File: src/rtl/ctr_src_router_pkg.sv
package ctr_src_router_pkg;

  localparam int SRC_W = 5;
  localparam int CHF_W = 2;

  typedef struct packed {
    logic             ctr;
    logic [CHF_W-1:0] chan;
    logic [SRC_W-1:0] src;
  } sel_word_t;

  // Unpack a written select byte; standard mode drops the two high source bits.
  function automatic sel_word_t split_byte(input logic [7:0] b, input logic enh);
    sel_word_t w;
    w.ctr  = b[5];
    w.chan = b[4:3];
    w.src  = {(enh ? b[7:6] : 2'b00), b[2:0]};
    return w;
  endfunction

  // Period, in system cycles, of divider stage k.
  function automatic int stage_period(input int k, input int first, input int dec);
    int p;
    p = first;
    for (int j = 0; j < k; j++) p = p * dec;
    return p;
  endfunction

  // Gate level for a gate source code.
  function automatic logic decode_gate(input logic [SRC_W-1:0] s, input logic ext);
    if (s == '0) return 1'b1;
    if (s == SRC_W'(1)) return ext;
    return 1'b0;
  endfunction

endpackage

File: src/rtl/ctr_src_router_ticks.sv
module ctr_src_router_ticks
  import ctr_src_router_pkg::*;
#(
  parameter int FIRST_DIV = 2,
  parameter int DECADE    = 10,
  parameter int NUM_DEC   = 5
) (
  input  logic               clk,
  input  logic               rst_n,
  output logic [NUM_DEC-1:0] tick_o
);

  localparam int CW0 = (FIRST_DIV > 1) ? $clog2(FIRST_DIV) : 1;
  localparam int CWD = (DECADE > 1) ? $clog2(DECADE) : 1;

  for (genvar k = 0; k < NUM_DEC; k++) begin : g_stage
    if (k == 0) begin : g_first
      logic [CW0-1:0] cnt_q;
      always_ff @(posedge clk or negedge rst_n) begin
        if (!rst_n) cnt_q <= '0;
        else if (cnt_q == CW0'(FIRST_DIV - 1)) cnt_q <= '0;
        else cnt_q <= cnt_q + 1'b1;
      end
      assign tick_o[0] = (cnt_q == CW0'(FIRST_DIV - 1));
    end else begin : g_decade
      logic [CWD-1:0] cnt_q;
      always_ff @(posedge clk or negedge rst_n) begin
        if (!rst_n) cnt_q <= '0;
        else if (tick_o[k-1]) begin
          if (cnt_q == CWD'(DECADE - 1)) cnt_q <= '0;
          else cnt_q <= cnt_q + 1'b1;
        end
      end
      assign tick_o[k] = tick_o[k-1] && (cnt_q == CWD'(DECADE - 1));
    end

    // Spacing checker: cycles since reset or since this stage's last strobe.
    localparam int PER = stage_period(k, FIRST_DIV, DECADE);
    logic [31:0] gap_q;
    always_ff @(posedge clk or negedge rst_n) begin
      if (!rst_n) gap_q <= '0;
      else if (tick_o[k]) gap_q <= '0;
      else gap_q <= gap_q + 32'd1;
    end


    tick_spacing_chk: assert property (@(posedge clk) disable iff (!rst_n)
      tick_o[k] == (gap_q == 32'(PER - 1)));
  end

endmodule

File: src/rtl/ctr_src_router_regs.sv
module ctr_src_router_regs
  import ctr_src_router_pkg::*;
#(
  parameter int NUM_GRP   = 3,
  parameter int NUM_CTR   = 2,
  parameter int NUM_CHN   = 3,
  parameter int ADDR_W    = 8,
  parameter int CLK_BASE  = 'h18,
  parameter int GATE_BASE = 'h1B,
  localparam int NCH      = NUM_GRP * NUM_CTR * NUM_CHN,
  localparam int VEC_W    = NCH * SRC_W
) (
  input  logic              clk,
  input  logic              rst_n,
  input  logic              enh_mode_i,
  input  logic              wr_en_i,
  input  logic [ADDR_W-1:0] wr_addr_i,
  input  logic [7:0]        wr_data_i,
  output logic [VEC_W-1:0]  clk_sel_o,
  output logic [VEC_W-1:0]  gate_sel_o
);

  sel_word_t          fld;
  logic               fld_ok;
  logic [NUM_GRP-1:0] clk_grp_hit;
  logic [NUM_GRP-1:0] gate_grp_hit;
  logic [NCH-1:0]     clk_wr_stb;
  logic [NCH-1:0]     gate_wr_stb;
  logic [VEC_W-1:0]   clk_sel_q;
  logic [VEC_W-1:0]   gate_sel_q;

  assign fld    = split_byte(wr_data_i, enh_mode_i);
  assign fld_ok = (int'(fld.chan) < NUM_CHN) && (int'(fld.ctr) < NUM_CTR);

  for (genvar g = 0; g < NUM_GRP; g++) begin : g_grp
    assign clk_grp_hit[g]  = wr_en_i && (wr_addr_i == ADDR_W'(CLK_BASE + g));
    assign gate_grp_hit[g] = wr_en_i && (wr_addr_i == ADDR_W'(GATE_BASE + g));
    for (genvar c = 0; c < NUM_CTR; c++) begin : g_ctr
      for (genvar h = 0; h < NUM_CHN; h++) begin : g_chn
        localparam int IDX = (g * NUM_CTR + c) * NUM_CHN + h;
        logic addr_match;
        assign addr_match       = fld_ok && (fld.ctr == 1'(c)) && (fld.chan == CHF_W'(h));
        assign clk_wr_stb[IDX]  = clk_grp_hit[g] && addr_match;
        assign gate_wr_stb[IDX] = gate_grp_hit[g] && addr_match;
      end
    end
  end

  always_ff @(posedge clk or negedge rst_n) begin
    if (!rst_n) begin
      clk_sel_q  <= '0;
      gate_sel_q <= '0;
    end else begin
      for (int i = 0; i < NCH; i++) begin
        if (clk_wr_stb[i])  clk_sel_q[i*SRC_W +: SRC_W]  <= fld.src;
        if (gate_wr_stb[i]) gate_sel_q[i*SRC_W +: SRC_W] <= fld.src;
      end
    end
  end

  assign clk_sel_o  = clk_sel_q;
  assign gate_sel_o = gate_sel_q;


  chan_range_chk: assert property (@(posedge clk) disable iff (!rst_n)
    (wr_en_i && !fld_ok) |=> ($stable(clk_sel_o) && $stable(gate_sel_o)));


  stray_addr_chk: assert property (@(posedge clk) disable iff (!rst_n)
    (wr_en_i && !(|clk_grp_hit) && !(|gate_grp_hit)) |=>
      ($stable(clk_sel_o) && $stable(gate_sel_o)));

  for (genvar i = 0; i < NCH; i++) begin : g_std

    std_mode_chk: assert property (@(posedge clk) disable iff (!rst_n)
      ((clk_wr_stb[i] || gate_wr_stb[i]) && !enh_mode_i) |=>
        (clk_sel_o[i*SRC_W+3 +: 2] == 2'b00 || !$past(clk_wr_stb[i])) &&
        (gate_sel_o[i*SRC_W+3 +: 2] == 2'b00 || !$past(gate_wr_stb[i])));
  end

endmodule

File: src/rtl/ctr_src_router_mux.sv
module ctr_src_router_mux
  import ctr_src_router_pkg::*;
#(
  parameter int NCH      = 18,
  parameter int NUM_DEC  = 5,
  parameter int FAST_SRC = 11,
  localparam int VEC_W   = NCH * SRC_W
) (
  input  logic [NUM_DEC-1:0] ticks_i,
  input  logic [NCH-1:0]     ext_clk_i,
  input  logic [NCH-1:0]     ext_gate_i,
  input  logic [VEC_W-1:0]   clk_sel_i,
  input  logic [VEC_W-1:0]   gate_sel_i,
  output logic [NCH-1:0]     clk_en_o,
  output logic [NCH-1:0]     gate_o
);

  // Count-enable for a clock source code: external, divided, fast, or idle.
  function automatic logic pick_clock(input logic [SRC_W-1:0] s, input logic ext,
                                      input logic [NUM_DEC-1:0] t);
    logic r;
    r = 1'b0;
    if (s == '0) r = ext;
    else if (s == SRC_W'(FAST_SRC)) r = 1'b1;
    else begin
      for (int k = 0; k < NUM_DEC; k++)
        if (s == SRC_W'(k + 1)) r = t[k];
    end
    return r;
  endfunction

  for (genvar i = 0; i < NCH; i++) begin : g_chan
    logic [SRC_W-1:0] cs;
    logic [SRC_W-1:0] gs;
    assign cs          = clk_sel_i[i*SRC_W +: SRC_W];
    assign gs          = gate_sel_i[i*SRC_W +: SRC_W];
    assign clk_en_o[i] = pick_clock(cs, ext_clk_i[i], ticks_i);
    assign gate_o[i]   = decode_gate(gs, ext_gate_i[i]);
  end

endmodule

File: src/rtl/ctr_src_router.sv
module ctr_src_router
  import ctr_src_router_pkg::*;
#(
  parameter int NUM_GRP   = 3,
  parameter int NUM_CTR   = 2,
  parameter int NUM_CHN   = 3,
  parameter int ADDR_W    = 8,
  parameter int CLK_BASE  = 'h18,
  parameter int GATE_BASE = 'h1B,
  parameter int FIRST_DIV = 2,
  parameter int DECADE    = 10,
  parameter int NUM_DEC   = 5,
  parameter int FAST_SRC  = 11,
  localparam int NCH      = NUM_GRP * NUM_CTR * NUM_CHN,
  localparam int VEC_W    = NCH * SRC_W
) (
  input  logic              clk,
  input  logic              rst_n,
  input  logic              enh_mode_i,
  input  logic              wr_en_i,
  input  logic [ADDR_W-1:0] wr_addr_i,
  input  logic [7:0]        wr_data_i,
  input  logic [NCH-1:0]    ext_clk_i,
  input  logic [NCH-1:0]    ext_gate_i,
  output logic [NCH-1:0]    clk_en_o,
  output logic [NCH-1:0]    gate_o,
  output logic [VEC_W-1:0]  clk_sel_o,
  output logic [VEC_W-1:0]  gate_sel_o
);

  logic [NUM_DEC-1:0] ref_ticks;

  ctr_src_router_ticks #(
    .FIRST_DIV (FIRST_DIV),
    .DECADE    (DECADE),
    .NUM_DEC   (NUM_DEC)
  ) u_ticks (
    .clk    (clk),
    .rst_n  (rst_n),
    .tick_o (ref_ticks)
  );

  ctr_src_router_regs #(
    .NUM_GRP   (NUM_GRP),
    .NUM_CTR   (NUM_CTR),
    .NUM_CHN   (NUM_CHN),
    .ADDR_W    (ADDR_W),
    .CLK_BASE  (CLK_BASE),
    .GATE_BASE (GATE_BASE)
  ) u_regs (
    .clk        (clk),
    .rst_n      (rst_n),
    .enh_mode_i (enh_mode_i),
    .wr_en_i    (wr_en_i),
    .wr_addr_i  (wr_addr_i),
    .wr_data_i  (wr_data_i),
    .clk_sel_o  (clk_sel_o),
    .gate_sel_o (gate_sel_o)
  );

  ctr_src_router_mux #(
    .NCH      (NCH),
    .NUM_DEC  (NUM_DEC),
    .FAST_SRC (FAST_SRC)
  ) u_mux (
    .ticks_i    (ref_ticks),
    .ext_clk_i  (ext_clk_i),
    .ext_gate_i (ext_gate_i),
    .clk_sel_i  (clk_sel_o),
    .gate_sel_i (gate_sel_o),
    .clk_en_o   (clk_en_o),
    .gate_o     (gate_o)
  );

  for (genvar i = 0; i < NCH; i++) begin : g_chk
    logic [SRC_W-1:0] cs;
    logic [SRC_W-1:0] gs;
    assign cs = clk_sel_o[i*SRC_W +: SRC_W];
    assign gs = gate_sel_o[i*SRC_W +: SRC_W];


    ext_clk_chk: assert property (@(posedge clk) disable iff (!rst_n)
      (cs == '0) |-> (clk_en_o[i] == ext_clk_i[i]));


    fast_src_chk: assert property (@(posedge clk) disable iff (!rst_n)
      (cs == SRC_W'(FAST_SRC)) |-> clk_en_o[i]);


    idle_src_chk: assert property (@(posedge clk) disable iff (!rst_n)
      (int'(cs) > NUM_DEC && cs != SRC_W'(FAST_SRC)) |-> !clk_en_o[i]);


    gate_high_chk: assert property (@(posedge clk) disable iff (!rst_n)
      (gs == '0) |-> gate_o[i]);
  end

endmodule

File: config.mk
export PLATFORM = sky130hd
export DESIGN_NAME = ctr_src_router
export DESIGN_NICKNAME = d
export VERILOG_FILES = /design/src/rtl/ctr_src_router_pkg.sv /design/src/rtl/ctr_src_router_ticks.sv /design/src/rtl/ctr_src_router_regs.sv /design/src/rtl/ctr_src_router_mux.sv /design/src/rtl/ctr_src_router.sv
export SDC_FILE = /design/constraint.sdc
export NUM_CORES = 1
export LEC_CHECK = 0
export CORE_UTILIZATION = 44
export DETAILED_ROUTE_END_ITERATION = 12
export GPL_ROUTABILITY_DRIVEN = 0
export PLACE_DENSITY_LB_ADDON = 0.12
export SLEW_MARGIN = 15
export SYNTH_ARGS = -nofsm -noshare
export SYNTH_HDL_FRONTEND = slang
export SYNTH_HIERARCHICAL = 1
export SYNTH_SLANG_ARGS = --single-unit
File: constraint.sdc
create_clock -name clk -period 2.9 [get_ports clk]
set_input_delay 0.58 -clock clk [delete_from_list [all_inputs] [get_ports clk]]
set_output_delay 0.58 -clock clk [all_outputs]
set_load 0.1 [all_outputs]
==> results of run 1 <==
-- cell type report --
class	count	area, um2
Fill cell	1667	7610
Timing Repair Buffer	302	2900
Inverter	22	82.6
Tap cell	275	344
Multi-Input combinational cell	486	4620
Clock buffer	18	429
Clock inverter	14	168
Sequential cell	197	4930
-- worst max-delay path: cells and delay by family (launching register included) --
kind	cells	cell delay, ns
simple gates	5	1.04
buf+inv	2	0.40
flops	1	0.38
mux	1	0.25
compound gates	1	0.07
-- what timing repair did --
item | CTS | global route
cloned | 1 | 0
pin swaps | 32 | 5
resized for setup | 31 | 12
buffers inserted | 3 | 1
endpoints found under the setup margin | 18 | 18
-- metal layers --
| metal | track usage, % | routed length, um | up-vias |
|---|---|---|---|
| met5 | 0 | 0 | - |
| met4 | 7.63 | 371 | 0 |
| met3 | 3.96 | 1210 | 22 |
| met2 | 38.0 | 12600 | 224 |
| met1 | 33.2 | 11700 | 3675 |
| li1 | - | - | 3311 |
-- worst paths after layout --
check                                                                   end  depth (start not counted)                                        startpoint  slack, ns
max                                                             clk_en_o[5]                          9  u_ticks/g_stage[1].g_decade.cnt_q[1]$_DFFE_PN0P_      -0.24
min                                        u_regs/clk_sel_o[12]$_DFFE_PN0P_                          1                                             rst_n       0.16
max reg2reg                u_ticks/g_stage[3].g_decade.cnt_q[1]$_DFFE_PN0N_                          5  u_ticks/g_stage[1].g_decade.cnt_q[1]$_DFFE_PN0P_       1.23
min reg2reg                u_ticks/g_stage[4].g_decade.cnt_q[2]$_DFFE_PN0P_                          1  u_ticks/g_stage[4].g_decade.cnt_q[2]$_DFFE_PN0P_       0.51
max in group asynchronous                 u_regs/gate_sel_o[47]$_DFFE_PN0P_                          2                                             rst_n       1.96
min in group clk           u_ticks/g_stage[4].g_decade.cnt_q[2]$_DFFE_PN0P_                          1  u_ticks/g_stage[4].g_decade.cnt_q[2]$_DFFE_PN0P_       0.51
-- logic make-up (layout without fill, tap and decap cells) --
group	count (synthesis)	in the layout	share of synthesized area, %
buf+inv	58	356	2.91
xor+xnor	8	8	0.740
simple gates	184	184	13.4
compound gates	101	101	6.58
mux	193	193	24.3
flops	197	197	52.1
-- cells in the final DEF (no fill, tap or decap), drive strengths merged, types with 5 or more instances in the layout --
cell type / Yosys / layout
nand3: 50 / 50
a22oi: 9 / 9
o21ai: 23 / 23
xnor2: 5 / 5
nor2b: 5 / 5
a21oi: 43 / 43
clkdlybuf4s50: 0 / 54
mux2: 182 / 182
clkinv: 0 / 5
nor2: 34 / 34
inv: 22 / 28
and4bb: 5 / 5
dfrtp: 197 / 197
nor4: 9 / 9
mux4: 9 / 9
o2111ai: 8 / 8
nand2: 17 / 17
nand2b: 20 / 20
or4: 18 / 18
buf: 18 / 247
or3b: 9 / 9
a2111oi: 8 / 8
clkbuf: 18 / 19
-- power by group --
| part | total [W] | switching [W] | internal (W) |
|---|---|---|---|
| Combinational | 0.000773 | 0.000518 | 0.000255 |
| Clock | 0.00237 | 0.00107 | 0.00130 |
| Sequential | 0.00278 | 0.0000205 | 0.00276 |
-- state kept, by name, summed over array words and instances (netlist names) --
signal                          count
u_regs/gate_sel_o                  90
u_ticks/g_stage.g_decade.cnt_q     16
u_regs/clk_sel_o                   90
u_ticks/g_stage.g_first.cnt_q       1
-- metrics by stage --
stage / TNS, ns / worst slack, ns
after floorplan: -0.915 / -0.298
after global routing: -5.46 / -0.345
after global placement: 0 / 0.165
after detailed placement: 0 / 0.148
after CTS: -3.97 / -0.257
final: -3.55 / -0.243
==> out/results.ini, run 1 <==
[synthesis]
synthCells=741
synth_commonest_cells=197 x dfrtp_1, 181 x mux2_2, 43 x a21oi_1
synth_warnings=6
synth_seq_cells=197
seq_area_frac_synth_pct=52.1
yosys_most_used_dff=dfrtp_1
synth_edf_count=0
netlist_area_um2=9470
ys_types=54
syn_nets=797
yosys.area.top_type=dfrtp_1
netlist_top_cells_area=dfrtp_1 52%, mux2_2 22%, a21oi_1 2.3%, nand3_1 2.1%, mux4_1 1.9%
async_reset_ff_share_pct=100
syn_avg_cell_area_um2=12.8
synth.most_common_cell=dfrtp_1
yosys.area.top_type_share_pct=52.1

[routing]
vias=7232
routedWlPerCell_um=19.7
firstDrtPassIters=4
drtIter0Drc=347
wirelength_mm=25.9
antenna_left=0
avgViaCountPerCell=5.50
route.detailed.drc=0

[clocking]
clk_latency_ns=0.42
hold_buffers=0
cts_tree=built
cts_buffer_depth=2
cts_buffers=17
cts_num_sinks=197
cts_root_buf=clkbuf_16
cts.reportedPaths.clkPinSlew_ns=0.08
htree_levels=4

[power_and_ir_drop]
ir_drop_v=0.000434
fin_total_pwr_w=0.00593
p_leak_nw=6.71
powerDensity_nw_per_um2=440

[sta]
finalHoldViolations=0
fin_ws_ns=-0.243
fin_hold_ws_ns=0.163
final-setup-viol-count=18
rsz0062_at_grt=true
max_freq_mhz=318
tightest_slew_ns=0.635
fin_crit_ns=3.14
clock_skew_ns=0.00284
relSlewSlack_pct=57.7
final.period_utilization_pct=108
drv_slew=0

[cells_and_area]
nets=1082
layout.cells.non_filler=1314
diodes=0
drive_gt1_share_pct=54.2
area_delta_synth_final_pct=42.4
utilization_pct=63.9
fin_area_um2=13500

[worst_setup_path]
crit_path_max_incr_delay_ns=0.38
critPathSlowestCell=dfrtp_1
arrival_ns=2.56
crit_fanout=8
cp-start-kind=flop
criticalPathCategory=reg -> out
path_cells=nand2b_4 -> nor4_4 -> nand2_2 -> nor3b_4 -> buf_6 -> mux4_2 -> a22oi_2 -> nor2_4 -> buf_12
worstSetupEndpointType=primary output
crit_required_ns=2.32

[hold_path]
min_path_type=in -> async

[place]
placed_cells=1277
place_area_um2=12700
port_buffers=271
dp_hpwl_mm=17.2

[global_routing]
grt_max_degree=78
grt_use_total_pct=23.9
grt_first_pass_wirelength_mm=40.4
overflow=0
antenna_found_initial=0
grt_pass1_vias=7081

[die]
die_area_um2=22100
die_w_um=149
initial_core_util_pct=44.9
die_h_um=149
core-area_um2=21100
boundaryPins=272
rows=53

[status]
status=complete, but fails checks
failed_checks=negative setup slack

[job]
cap_violations=0

Note: power is estimated with default switching activity, not from simulation.
==> run 2: changes to the inputs <==
--- a/config.mk
+++ b/config.mk
@@ -5,7 +5,9 @@
 export SDC_FILE = /design/constraint.sdc
 export NUM_CORES = 1
 export LEC_CHECK = 0
-export CORE_UTILIZATION = 44
+export CELL_PAD_IN_SITES_DETAIL_PLACEMENT = 0
+export CELL_PAD_IN_SITES_GLOBAL_PLACEMENT = 2
+export CORE_UTILIZATION = 28
 export DETAILED_ROUTE_END_ITERATION = 12
 export GPL_ROUTABILITY_DRIVEN = 0
 export PLACE_DENSITY_LB_ADDON = 0.12
==> run 2 against run 1 <==
The run still ends with negative setup slack left. Count of clock-buffer cells in the layout is 1 lower. Combinational power up 2%. Highest routed layer unchanged. Cell count grew 14%. Flip-flop and latch count is the same. Non-clock buffer count is 13 higher. Via count increased by 0.97%. Critical path type unchanged.
==> out/results.ini, run 2 (synthesis results as in run 1) <==
[status]
status=complete, but fails checks
failed_checks=negative setup slack

[clocking]
cts_num_sinks=197  ; unchanged
hold_buffers=0  ; unchanged
htree_levels=4  ; unchanged
clk_latency_ns=0.43  ; about the same
cts_buffers=17  ; unchanged
cts_buffer_depth=2  ; unchanged
cts.reportedPaths.clkPinSlew_ns=0.08  ; about the same
cts_root_buf=clkbuf_16
cts_tree=built

[routing]
antenna_left=0  ; unchanged
drtIter0Drc=237  ; -32%
route.detailed.drc=0  ; unchanged
routedWlPerCell_um=20.8  ; +5.9%
vias=7302  ; +0.97%
avgViaCountPerCell=4.88  ; -11%
wirelength_mm=31.2  ; +21%
firstDrtPassIters=4  ; unchanged

[die]
die_area_um2=34600  ; +56%
boundaryPins=272  ; unchanged
initial_core_util_pct=28.8  ; -16 points
die_w_um=186  ; +25%
rows=66  ; +25%
core-area_um2=32900  ; +56%
die_h_um=186  ; +25%

[place]
dp_hpwl_mm=20.8  ; +21%
dp_worst_setup_slack_ns=0.0992  ; -0.0490 ns
port_buffers=271  ; unchanged

[cells_and_area]
nets=1095  ; +1.2%
multi_input_area_um2=4680  ; +1.2%
drive_gt1_share_pct=55.3  ; +1.1 points
mostFrequentLayoutCell=buf_4
utilization_pct=42.4  ; -22 points
nFillCells=3194  ; +92%
seq_area_um2=4930  ; about the same
area_delta_synth_final_pct=47.0
final_cell_mix=211 x buf_4, 195 x dfrtp_1, 181 x mux2_2, 51 x clkdlybuf4s50_1, 44 x buf_12

[worst_setup_path]
crit_required_ns=2.32  ; about the same
arrival_ns=2.62  ; +0.06 ns
worstSetupEndpointType=primary output
path_cells=nand2b_4 -> nor4_4 -> nand2_2 -> nor3b_4 -> buf_4 -> clkbuf_16 -> nand3_1 -> a21oi_1 -> o21ai_1 -> nand2_4 -> buf_12
critPathSlowestCell=dfrtp_1
crit_fanout=7  ; -1
crit_path_max_incr_delay_ns=0.38  ; about the same
cp-start-kind=flop
criticalPathCategory=reg -> out

[sta]
rsz0062_at_grt=true
final-setup-viol-count=18  ; unchanged
relSlewSlack_pct=37.5  ; -20 points
fin_ws_ns=-0.304  ; -0.0616 ns
tightest_slew_ns=0.938  ; +0.303 ns
drv_slew=0  ; unchanged
max_freq_mhz=312  ; -1.9%
final.period_utilization_pct=110  ; +2.1 points
fin_crit_ns=3.20  ; +0.0616 ns
finalHoldViolations=0  ; unchanged
clock_skew_ns=0.0112  ; +0.00839 ns

[global_routing]
antenna_found_initial=1  ; +1
overflow=0  ; unchanged
grt_use_total_pct=18.2  ; -5.6 points
grt_pass1_vias=7426  ; +4.9%
grt_max_degree=79  ; +1.3%
grt_first_pass_wirelength_mm=47.1  ; +16%

[power_and_ir_drop]
p_leak_nw=6.82  ; +1.6%
ir_drop_v=0.000375  ; -14%
powerDensity_nw_per_um2=431  ; -2.0%

[job]
cap_violations=0  ; unchanged

[hold_path]
min_path_type=in -> async

## run 2: worst max-delay path, delay by kind of cell, from the launching register on
kind	cells	cell delay, ns
buffers and inverters	3	0.50
AND/OR/NAND/NOR	6	1.04
AO/OA/AOI/OAI	2	0.28
flip-flops	1	0.38
## run 2: area by class of cell
cell class | instances | share of cell area [%]
Multi-Input combinational cell | 486 | 33.6
Antenna cell | 1 | 0.0180
Tap cell | 442 | 3.97
Clock inverter | 15 | 1.26
Timing Repair Buffer | 315 | 22.1
Inverter | 22 | 0.593
Clock buffer | 17 | 3.06
Sequential cell | 197 | 35.4
## run 2: path summary, 6_finish.rpt
| kind | from | endpoint | slack (ns) | depth (start not counted) |
|---|---|---|---|---|
| max | u_ticks/g_stage[1].g_decade.cnt_q[1]$_DFFE_PN0P_ | clk_en_o[4] | -0.30 | 11 |
| min | rst_n | u_regs/gate_sel_o[80]$_DFFE_PN0P_ | 0.18 | 1 |
| max reg2reg | u_ticks/g_stage[1].g_decade.cnt_q[1]$_DFFE_PN0P_ | u_ticks/g_stage[3].g_decade.cnt_q[1]$_DFFE_PN0N_ | 1.24 | 6 |
| min reg2reg | u_ticks/g_stage[4].g_decade.cnt_q[2]$_DFFE_PN0P_ | u_ticks/g_stage[4].g_decade.cnt_q[2]$_DFFE_PN0P_ | 0.52 | 1 |
| max in group asynchronous | rst_n | u_regs/gate_sel_o[67]$_DFFE_PN0P_ | 1.92 | 2 |
| min in group clk | u_ticks/g_stage[4].g_decade.cnt_q[2]$_DFFE_PN0P_ | u_ticks/g_stage[4].g_decade.cnt_q[2]$_DFFE_PN0P_ | 0.52 | 1 |
## run 2: timing repair
action | CTS | global route
gates resized for setup | 8 | 41
buffers inserted | 5 | 11
pin swaps | 2 | 24
setup endpoints to repair | 18 | 18
cloned | 0 | 1
## run 2: power breakdown
group,leakage [nW],switching [W],internal (W)
Combinational,3.79,0.000534,0.000258
Sequential,2.73,0.0000212,0.00276
Clock,0.291,0.00125,0.00118
## run 2: per-layer routing
metal / vias to the layer above / track usage, % / share of wire (%)
li1: 3346 / - / -
met1: 3739 / 24.8 / 46
met2: 193 / 30.1 / 49
met3: 24 / 2.78 / 4.1
met4: 0 / 4.66 / 1.4
met5: - / 0 / 0
## run 2: per-stage QoR
step / hold slack (ns) / cell area [um2] / cells / TNS, ns / total power (W)
floorplan: 0.284 / 9710 / 741 / -0.915 / 0.00327
global placement: 0.505 / 13000 / 1446 / 0 / 0.00364
detailed placement: 0.512 / 13000 / 1446 / 0 / 0.00364
CTS: 0.207 / 13600 / 1483 / -3.87 / 0.00610
global route: 0.215 / 13900 / 1495 / -6.43 / 0.00625
finish: 0.181 / 13900 / 1495 / -4.40 / 0.00600
